<file path="src/rtl/cmpreg_pkg.sv">
package cmpreg_pkg;
  localparam int unsigned REG_W    = 32;
  localparam int unsigned EN_B     = 0;
  localparam int unsigned MODE_LO  = 2;
  localparam int unsigned MODE_W   = 2;
  localparam int unsigned INSEL_LO = 4;
  localparam int unsigned INSEL_W  = 3;
  localparam int unsigned OSEL_LO  = 10;
  localparam int unsigned OSEL_W   = 4;
  localparam int unsigned POL_B    = 15;
  localparam int unsigned HYST_LO  = 16;
  localparam int unsigned HYST_W   = 2;
  localparam int unsigned BLANK_LO = 18;
  localparam int unsigned BLANK_W  = 3;
  localparam int unsigned LIVE_B   = 30;
  localparam int unsigned LOCK_B   = 31;

  typedef struct packed {
    logic [BLANK_W-1:0] blank;
    logic [HYST_W-1:0]  hyst;
    logic               pol;
    logic [OSEL_W-1:0]  osel;
    logic [INSEL_W-1:0] insel;
    logic [MODE_W-1:0]  mode;
    logic               en;
  } cfg_t;

  function automatic cfg_t cfg_decode(logic [REG_W-1:0] w);
    cfg_t c;
    logic unused_bits;
    unused_bits = ^{w[31:21], w[14], w[9:7], w[1]};
    c.en    = w[EN_B];
    c.mode  = w[MODE_LO +: MODE_W];
    c.insel = w[INSEL_LO +: INSEL_W];
    c.osel  = w[OSEL_LO +: OSEL_W];
    c.pol   = w[POL_B];
    c.hyst  = w[HYST_LO +: HYST_W];
    c.blank = w[BLANK_LO +: BLANK_W];
    return c;
  endfunction

  function automatic logic [REG_W-1:0] word_encode(cfg_t c, logic lock, logic live);
    logic [REG_W-1:0] w;
    w = '0;
    w[EN_B]                 = c.en;
    w[MODE_LO +: MODE_W]    = c.mode;
    w[INSEL_LO +: INSEL_W]  = c.insel;
    w[OSEL_LO +: OSEL_W]    = c.osel;
    w[POL_B]                = c.pol;
    w[HYST_LO +: HYST_W]    = c.hyst;
    w[BLANK_LO +: BLANK_W]  = c.blank;
    w[LIVE_B]               = live;
    w[LOCK_B]               = lock;
    return w;
  endfunction
endpackage

</file>
<file path="src/rtl/cmpreg_sync.sv">
module cmpreg_sync #(
  parameter int unsigned STAGES = 2
) (
  input  logic clk_i,
  input  logic rst_ni,
  input  logic d_i,
  output logic q_o
);
  generate
    if (STAGES <= 1) begin : g_single
      logic q;
      always_ff @(posedge clk_i or negedge rst_ni) begin
        if (!rst_ni) q <= 1'b0;
        else         q <= d_i;
      end
      assign q_o = q;
    end else begin : g_chain
      logic [STAGES-1:0] q;
      always_ff @(posedge clk_i or negedge rst_ni) begin
        if (!rst_ni) q <= '0;
        else         q <= {q[STAGES-2:0], d_i};
      end
      assign q_o = q[STAGES-1];
    end
  endgenerate
endmodule

</file>
<file path="src/rtl/cmpreg_store.sv">
module cmpreg_store
  import cmpreg_pkg::*;
(
  input  logic             clk_i,
  input  logic             rst_ni,
  input  logic             wr_i,
  input  logic [REG_W-1:0] wdata_i,
  output cfg_t             cfg_o,
  output logic             lock_o
);
  cfg_t cfg_q;
  logic lock_q;

  // lock gates the whole word, itself included
  always_ff @(posedge clk_i or negedge rst_ni) begin
    if (!rst_ni) begin
      cfg_q  <= '0;
      lock_q <= 1'b0;
    end else if (wr_i && !lock_q) begin
      cfg_q  <= cfg_decode(wdata_i);
      lock_q <= wdata_i[LOCK_B];
    end
  end

  assign cfg_o  = cfg_q;
  assign lock_o = lock_q;
endmodule

</file>
<file path="src/rtl/cmpreg_rdmux.sv">
module cmpreg_rdmux
  import cmpreg_pkg::*;
(
  input  logic             hit_i,
  input  cfg_t             cfg_i,
  input  logic             lock_i,
  input  logic             live_i,
  output logic [REG_W-1:0] rdata_o
);
  always_comb begin
    rdata_o = '0;
    if (hit_i) rdata_o = word_encode(cfg_i, lock_i, live_i);
  end
endmodule

</file>
<file path="src/rtl/cmp_ctrl_reg.sv">
module cmp_ctrl_reg
  import cmpreg_pkg::*;
#(
  parameter int unsigned ADDR_W      = 8,
  parameter int unsigned REG_ADDR    = 32'h1C,
  parameter int unsigned SYNC_STAGES = 2
) (
  input  logic                clk_i,
  input  logic                rst_ni,
  input  logic [ADDR_W-1:0]   addr_i,
  input  logic                we_i,
  input  logic [31:0]         wdata_i,
  output logic [31:0]         rdata_o,
  input  logic                cmp_i,
  output logic                en_o,
  output logic [MODE_W-1:0]   mode_o,
  output logic [INSEL_W-1:0]  inm_sel_o,
  output logic [OSEL_W-1:0]   out_sel_o,
  output logic                pol_o,
  output logic [HYST_W-1:0]   hyst_o,
  output logic [BLANK_W-1:0]  blank_sel_o
);
  localparam logic [ADDR_W-1:0] MY_ADDR = ADDR_W'(REG_ADDR);

  logic hit_s;
  logic wr_s;
  logic lock_s;
  logic live_s;
  cfg_t cfg_s;

  assign hit_s = (addr_i == MY_ADDR);
  assign wr_s  = we_i && hit_s;

  cmpreg_sync #(.STAGES(SYNC_STAGES)) u_sync (
    .clk_i  (clk_i),
    .rst_ni (rst_ni),
    .d_i    (cmp_i),
    .q_o    (live_s)
  );

  cmpreg_store u_store (
    .clk_i   (clk_i),
    .rst_ni  (rst_ni),
    .wr_i    (wr_s),
    .wdata_i (wdata_i),
    .cfg_o   (cfg_s),
    .lock_o  (lock_s)
  );

  cmpreg_rdmux u_rdmux (
    .hit_i   (hit_s),
    .cfg_i   (cfg_s),
    .lock_i  (lock_s),
    .live_i  (live_s),
    .rdata_o (rdata_o)
  );

  assign en_o        = cfg_s.en;
  assign mode_o      = cfg_s.mode;
  assign inm_sel_o   = cfg_s.insel;
  assign out_sel_o   = cfg_s.osel;
  assign pol_o       = cfg_s.pol;
  assign hyst_o      = cfg_s.hyst;
  assign blank_sel_o = cfg_s.blank;
endmodule


</file>
<file path="config.mk">
export PLATFORM = sky130hd
export DESIGN_NAME = cmp_ctrl_reg
export DESIGN_NICKNAME = d
export VERILOG_FILES = /design/src/rtl/cmpreg_pkg.sv /design/src/rtl/cmpreg_sync.sv /design/src/rtl/cmpreg_store.sv /design/src/rtl/cmpreg_rdmux.sv /design/src/rtl/cmp_ctrl_reg.sv
export SDC_FILE = /design/constraint.sdc
export NUM_CORES = 1
export LEC_CHECK = 0
export BUFFER_PORTS_ARGS = -buffer_cell sky130_fd_sc_hd__buf_2
export CORE_ASPECT_RATIO = 1.2
export CORE_MARGIN = 2
export CORE_UTILIZATION = 25
export DETAILED_ROUTE_END_ITERATION = 8
export GPL_TIMING_DRIVEN = 0
export PLACE_DENSITY = 0.65
export SLEW_MARGIN = 20
export SYNTH_ARGS = -nofsm -noshare
export SYNTH_HDL_FRONTEND = slang
export SYNTH_SLANG_ARGS = --single-unit
export TNS_END_PERCENT = 20
</file>
<file path="constraint.sdc">
create_clock -name clk_i -period 1.5 [get_ports clk_i]
set_input_delay 0.15 -clock clk_i [delete_from_list [all_inputs] [get_ports clk_i]]
set_output_delay 0.15 -clock clk_i [all_outputs]
set_load 0.02 [all_outputs]
</file>
Yosys cells after proc, flatten, opt, wreduce, memory -nomap -nowiden
Cells that the tools add are included. Widths: inputs -> output; s select.

Reduce and logical (&&, ||, !) cells: 3. Multiplexer cells: 1. Equality and inequality tests: 1.

Operator list (count): $mux 32 (1); $eq 8x5->1 const B (1); $logic_and 1x1->1 (2); $logic_not 1->1 (1).

Bits in registers: 19. Output and inout bits: 48. Input port bits: 44. Logic and storage cells: 14.

Depth between registers and ports, before layout
Gate-level depths: netlist (run 1).

Depth after elaboration: 3. Gate-level depth with buffers: 5. Depth with buffers taken out: 3.

Cells and area by module
Synthesis (run 1) repeated with hierarchy kept, for this count alone.

Cell total of the unflattened synthesis: 79. Area, all modules: 1039.7 µm².

By module, submodules not included: cmpreg_store (times used 1, area each 696.9 µm², cells each 37); cmpreg_rdmux (times used 1, area each 250.2 µm², cells each 34); cmpreg_sync (times used 1, area each 50.0 µm², cells each 2); cmp_ctrl_reg (times used 1, area each 42.5 µm², cells each 6).

Least setup slack after synthesis (run 1)
No wires, ideal clock.

Path type: input port to output port. Start point: input port addr_i[5]. End point: output port rdata_o[10]. Arrival: 1.468 ns. Setup slack: -0.118 ns. Cell stages on the path: 5. Path through: or4b_4 and2b_2 buf_2 clkbuf_1 and2_1.

Word-level cells in the longest chain between the ends: 2.

Ends and longest elaborated chain: start: declaration (line cmp_ctrl_reg.sv:10) `input logic [ADDR_W-1:0] addr_i,`; $eq 8x5->1 (line cmp_ctrl_reg.sv:31) `assign hit_s = (addr_i == MY_ADDR);`; $mux 32 (line cmpreg_rdmux.sv:12) `if (hit_i) rdata_o = word_encode(cfg_i, lock_i, live_i);`; end: declaration (line cmp_ctrl_reg.sv:13) `output logic [31:0] rdata_o,`.

No other way between the ends.

Worst setup path after layout (run 1)
Start point: input port addr_i[0]. End point: output port rdata_o[12].

The elaborated chain is that of the path after synthesis.

==> summary.txt, run 1 <==
Timing
  – Fin Clk Skew: 0.00110 ns
  – Hold slack: 0.125 ns
  – Crit path time final: 1.63 ns
  – Final period util: 1.09
  – Worst setup margin: -0.130 ns
  – RSZ-0062 raised after global routing: true
  – Max Fclk: 0.614 GHz
  – Max Slew Vio Count: 0
  – Final setup violating endpoints: 18
  – Final hold vios: 0

Clock tree
  – H-tree Lvls: 1
  – Clk buf depth: 2
  – CTS tree: built
  – Root Driver: clkbuf_8
  – Clock edge transition at the registers on the reported setup and hold paths: 0.07 ns
  – Worst skew pair latency: 0.25 ns
  – Clk sinks: 19
  – Total CTS buffers: 3

Logic synthesis
  – Synth area leader: dfrtp_1
  – Ranking of synthesized cells by area: dfrtp_1 (46%), mux2_4 (15%), and2_1 (11%)
  – Cell area after synthesis: 0.00103 mm2
  – Share of the synthesized area in the top cell type: 0.463
  – Synth Instances: 77
  – Sequential element share of the synthesized area: 0.463
  – Synth warn: 0
  – Avg Cell Area, Syn: 13.3 um2
  – Netlist cell types: 15
  – Yosys reg bits: 19

Run status
  – Outcome: finished, violations left
  – Failing checks: negative setup slack

Min path
  – Hold WC Path Type: in -> reg

Global route
  – GRT Util Overall: 0.0952
  – Pin count of the biggest net entering global routing: 20
  – Grt ovf: 0
  – Vias in the first global route: 713
  – First-pass GRT wire length: 3450 um
  – Initial antenna violation count: 0

Layout
  – # diodes: 0
  – Filler cell count: 398
  – Area occupied by multi-input gates: 490 um2
  – Post-route cell area: 0.00171 mm2
  – Layout cells sized above 1: 0.752
  – Register area: 475 um2
  – Most frequent cells in the layout: buf_2 (43), buf_4 (20), dfrtp_1 (19), buf_6 (17)
  – Commonest non-fill, non-tap cell in the layout: buf_2
  – Core Util, Final: 0.435
  – Final-stage net count: 206
  – Area Growth Syn to Fin: 67.1%

Critical path
  – Crit path max-delay family: simple AND/OR/NAND/NOR gates
  – Max stage delay on crit path: 0.53 ns
  – Crit path buf inv count: 3
  – CP required: 1.35 ns
  – Slowest cell on crit path: or4b_4
  – CP cell instances: buf_6 -> or4b_4 -> and2b_4 -> clkbuf_8 -> and2_4 -> buf_6
  – Most Frequent Cell on Critical Path: buf_6
  – Arrival time worst endpoint: 1.48 ns
  – WS Path Type: in -> out
  – CP Launch Type: input pin
  – CP endpoint kind: output pin
  – Crit path max fanout: 5

Pwr
  – VDD IR max: 307 uV
  – Pleak: 0.992 nW
  – Cell Pwr Density: 640 mW/mm2
  – Tot Pwr: 0.00110 W

Floorplan
  – Die Wd: 62.5 um
  – IO Count: 92
  – CORE AREA: 0.00394 mm2
  – Die ar.: 0.00463 mm2
  – Die height: 74.2 um
  – Starting Density: 0.260
  – Row count: 25

Drt
  – Vias: 779
  – Detail Route Antenna Nets: 0
  – Avg Vias per Cell: 3.62
  – Wire length per cell: 10.9 um
  – DRT Pass-1 Iters: 2
  – WL final: 2350 um
  – DRT iter0 DRCs: 8
  – # DRC: 0

Placed design
  – DP HPWL: 1680 um
  – Place WS: -0.343 ns
  – RD Place Congestion: 0.612
  – Placed cell area: 0.00148 mm2
  – Port bufs: 62

Run
  – Max Cap Viol: 0
-- metrics by stage --
| step | instances | TNS [ns] |
|---|---|---|
| global placement | 206 | -6.30 |
| CTS | 215 | -2.40 |
| floorplan | 90 | -0.571 |
| finish | 215 | -2.03 |
| global route | 215 | -2.87 |
| detailed placement | 206 | -6.43 |
-- flip-flops by register name, summed over array words and instances, names as in the netlist --
register          flops
u_store.lock_o        1
u_sync.g_chain.q      2
u_store.cfg_o        16
-- cells in the mapped netlist (all sizes together) --
cell type,number
and2,18
buf,17
mux2,16
or4b,1
nand4bb,1
clkbuf,1
a31o,1
dfrtp,19
conb,1
and4bb,1
and2b,1
-- path summary, 6_finish.rpt --
check | from | to | slack (ns) | cells past startpoint
worst max-delay path | addr_i[0] | rdata_o[12] | -0.13 | 6
worst min-delay path | wdata_i[6] | u_store.cfg_o[5] | 0.12 | 2
worst max register to register | u_store.lock_o | u_store.cfg_o[2] | 0.18 | 4
worst min register to register | u_sync.g_chain.q[0] | u_sync.g_chain.q[1] | 0.35 | 0
max in group asynchronous | rst_ni | u_store.cfg_o[12] | 0.84 | 2
min in group asynchronous | rst_ni | u_sync.g_chain.q[0] | 0.37 | 2
-- kinds of logic after synthesis --
| family | Yosys count | share of synthesized area |
|---|---|---|
| other | 1 | 0.00366 |
| multiplexers | 16 | 0.212 |
| flip-flops | 19 | 0.463 |
| AND/OR/NAND/NOR | 22 | 0.171 |
| AO/OA/AOI/OAI | 1 | 0.00854 |
| buffers and inverters | 18 | 0.141 |
-- layout make-up --
cell class / count / share of cell area
multi-input combinational: 53 / 0.286
sequential: 19 / 0.277
timing repair buffer: 68 / 0.277
buffer: 17 / 0.0942
tap: 54 / 0.0394
clock buffer: 4 / 0.0263
-- metal layers --
layer,track usage,vias to the layer above,routed length [um]
met1,0.110,344,941
met3,0.0257,0,191
li1,-,392,-
met2,0.182,43,1220
met5,0,-,0
met4,0.0148,0,0
-- what timing repair did --
action,in CTS,in global routing
hold buffers,2,0
cloned,2,0
endpoints found under the hold margin,20,0
pin swaps,13,0
setup endpoints to repair,18,18
resized for setup,48,0
buffers inserted,2,0
-- power by group --
| part | leakage (nW) | switching (W) | internal [W] |
|---|---|---|---|
| Clock | 0.0228 | 0.000161 | 0.000188 |
| Combinational | 0.711 | 0.0000958 | 0.0000980 |
| Sequential | 0.258 | 0.0000168 | 0.000537 |
(Power assumes the default switching activity.)
==> run 2: changes to the inputs <==
SKIP_LAST_GASP = 1   (was not set)
==> run 2 against run 1 <==
- largest cell class unchanged
- the run still ends with negative setup slack left
- via count rose by 0.39%
- global-route usage grew 0.065 points
- count of clock-buffer cells in the layout unchanged
- critical path type unchanged
- utilization down 0.64 points
- combinational power about the same
- highest routed layer unchanged
- clock skew about the same
- sequential cell count unchanged
==> summary.txt, run 2 (same netlist as run 1, synthesis figures left out) <==
Floorplan
  – Die Wd: 62.5 um (unchanged)
  – Row count: 25 (unchanged)
  – Starting Density: 0.260 (unchanged)
  – CORE AREA: 0.00394 mm2 (unchanged)
  – IO Count: 92 (unchanged)
  – Die height: 74.2 um (unchanged)
  – Die ar.: 0.00463 mm2 (unchanged)

Timing
  – Worst setup margin: -0.130 ns (-0.000296 ns)
  – Crit path time final: 1.63 ns (+0.000296 ns)
  – Final setup violating endpoints: 18 (unchanged)
  – Fin Clk Skew: 0.00122 ns (+0.000128 ns)
  – Final period util: 1.09 (about the same)
  – Max Slew Vio Count: 0 (unchanged)
  – RSZ-0062 raised after global routing: true
  – Final hold vios: 0 (unchanged)
  – Max Fclk: 0.613 GHz (about the same)

Clock tree
  – CTS tree: built
  – Clk buf depth: 2 (unchanged)
  – Clk sinks: 19 (unchanged)
  – Root Driver: clkbuf_8
  – Total CTS buffers: 3 (unchanged)
  – H-tree Lvls: 1 (unchanged)
  – Clock edge transition at the registers on the reported setup and hold paths: 0.07 ns (about the same)
  – Worst skew pair latency: 0.25 ns (about the same)

Placed design
  – Place WS: -0.343 ns (unchanged)
  – RD Place Congestion: 0.612 (unchanged)
  – Port bufs: 62 (unchanged)
  – DP HPWL: 1680 um (unchanged)

Layout
  – Most frequent cells in the layout: buf_2 (43), buf_4 (24), dfrtp_1 (19), conb_1 (14), buf_6 (13)
  – Max FFs per register: 16 (unchanged)
  – Filler cell count: 403 (+1.3%)
  – Core Util, Final: 0.429 (-0.00635)
  – Area Growth Syn to Fin: 64.6%
  – Area occupied by multi-input gates: 480 um2 (-2.0%)
  – Register area: 475 um2 (unchanged)
  – # diodes: 0 (unchanged)
  – Final-stage net count: 206 (unchanged)
  – Commonest non-fill, non-tap cell in the layout: buf_2
  – Layout cells sized above 1: 0.727 (-0.0248)

Drt
  – # DRC: 0 (unchanged)
  – DRT Pass-1 Iters: 2 (unchanged)
  – Detail Route Antenna Nets: 0 (unchanged)
  – Avg Vias per Cell: 3.64 (+0.39%)
  – Wire length per cell: 10.9 um (+0.13%)
  – Vias: 782 (+0.39%)
  – WL final: 2350 um (+0.13%)
  – DRT iter0 DRCs: 8 (unchanged)

Global route
  – Pin count of the biggest net entering global routing: 20 (unchanged)
  – GRT Util Overall: 0.0958 (+0.000654)
  – Grt ovf: 0 (unchanged)
  – Initial antenna violation count: 0 (unchanged)
  – Vias in the first global route: 702 (-1.5%)
  – First-pass GRT wire length: 3480 um (+0.78%)

Pwr
  – Internal power: 0.000823 W (about the same)
  – Sw power: 0.000273 W (-0.22%)
  – Sw frac: 0.249 (-0.000411)
  – Cell Pwr Density: 649 mW/mm2 (+1.4%)
  – Clock share of power: 0.318 (about the same)
  – VDD IR max: 311 uV (+1.1%)
  – Seq pwr share: 0.505 (about the same)
  – Combinational share of power: 0.177 (about the same)
  – Pleak: 0.983 nW (-0.84%)

Run status
  – Outcome: finished, violations left
  – Failing checks: negative setup slack

Critical path
  – CP endpoint kind: output pin
  – Crit path max fanout: 5 (unchanged)
  – Arrival time worst endpoint: 1.48 ns (about the same)
  – WS Path Type: in -> out
  – CP required: 1.35 ns (about the same)
  – CP Launch Type: input pin

Min path
  – Hold WC Path Type: in -> reg

Run
  – Max Cap Viol: 0 (unchanged)
## run 2: cell types whose count changed in the layout (fill, tap and decap cells not counted)
cell    before  now
and2_1       4    8
and2_4      14   10
buf_4       20   24
buf_6       17   13
## run 2: path summary, 6_finish.rpt
check / start / to / slack [ns] / cells after the start
setup / recovery: addr_i[0] / rdata_o[12] / -0.13 / 6
hold / removal: wdata_i[6] / u_store.cfg_o[5] / 0.12 / 2
setup reg to reg: u_store.lock_o / u_store.cfg_o[2] / 0.19 / 4
hold reg to reg: u_sync.g_chain.q[0] / u_sync.g_chain.q[1] / 0.35 / 0
max in group asynchronous: rst_ni / u_store.cfg_o[12] / 0.84 / 2
min in group asynchronous: rst_ni / u_store.cfg_o[6] / 0.37 / 2
## run 2: power by group through the flow
| stage | registers, W | logic [W] | clock network [W] |
|---|---|---|---|
| 4_1_cts | 0.000553 | 0.000195 | 0.000370 |
| 3_3_place_gp | 0.000562 | 0.000186 | 0 |
| 5_1_grt | 0.000557 | 0.000208 | 0.000388 |
| 3_5_place_dp | 0.000562 | 0.000188 | 0 |
| 2_1_floorplan | 0.000586 | 0.0000926 | 0 |
| 6_report | 0.000553 | 0.000194 | 0.000349 |
## run 2: worst max-delay path, stage by stage
cell and delay (ns):
buf_6 0.09, or4b_4 0.53, and2b_4 0.31, clkbuf_8 0.16, and2_4 0.14, buf_6 0.11
## run 2: per-layer routing
layer,vias up,wire (um),GRT usage
li1,392,-,-
met1,347,937,0.111
met2,43,1220,0.182
met3,0,194,0.0257
met4,0,0,0.0148
met5,-,0,0
## run 2: what timing repair did
item	CTS	global route
pin swaps	9	0
gates cloned	2	0
hold buffers	2	0
gates resized for setup	40	0
endpoints found under the hold margin	20	0
endpoints found under the setup margin	18	18
setup buffers	2	0
## run 2: layout make-up
type,instances,share of cell area
buffer,17,0.0956
sequential,19,0.281
timing repair buffer,68,0.272
multi-input combinational,53,0.284
clock buffer,4,0.0267
tap,54,0.0400
## run 2: through the flow
stage	hold WS, ns	TNS [ns]	std cells	area, um2	total power, W
after floorplan	-0.146	-0.571	90	1100	0.000679
after global placement	0.114	-6.30	206	1480	0.000748
after detailed placement	0.116	-6.43	206	1480	0.000750
after CTS	0.117	-2.43	215	1690	0.00112
after global routing	0.113	-2.92	215	1690	0.00115
final	0.125	-2.07	215	1690	0.00110
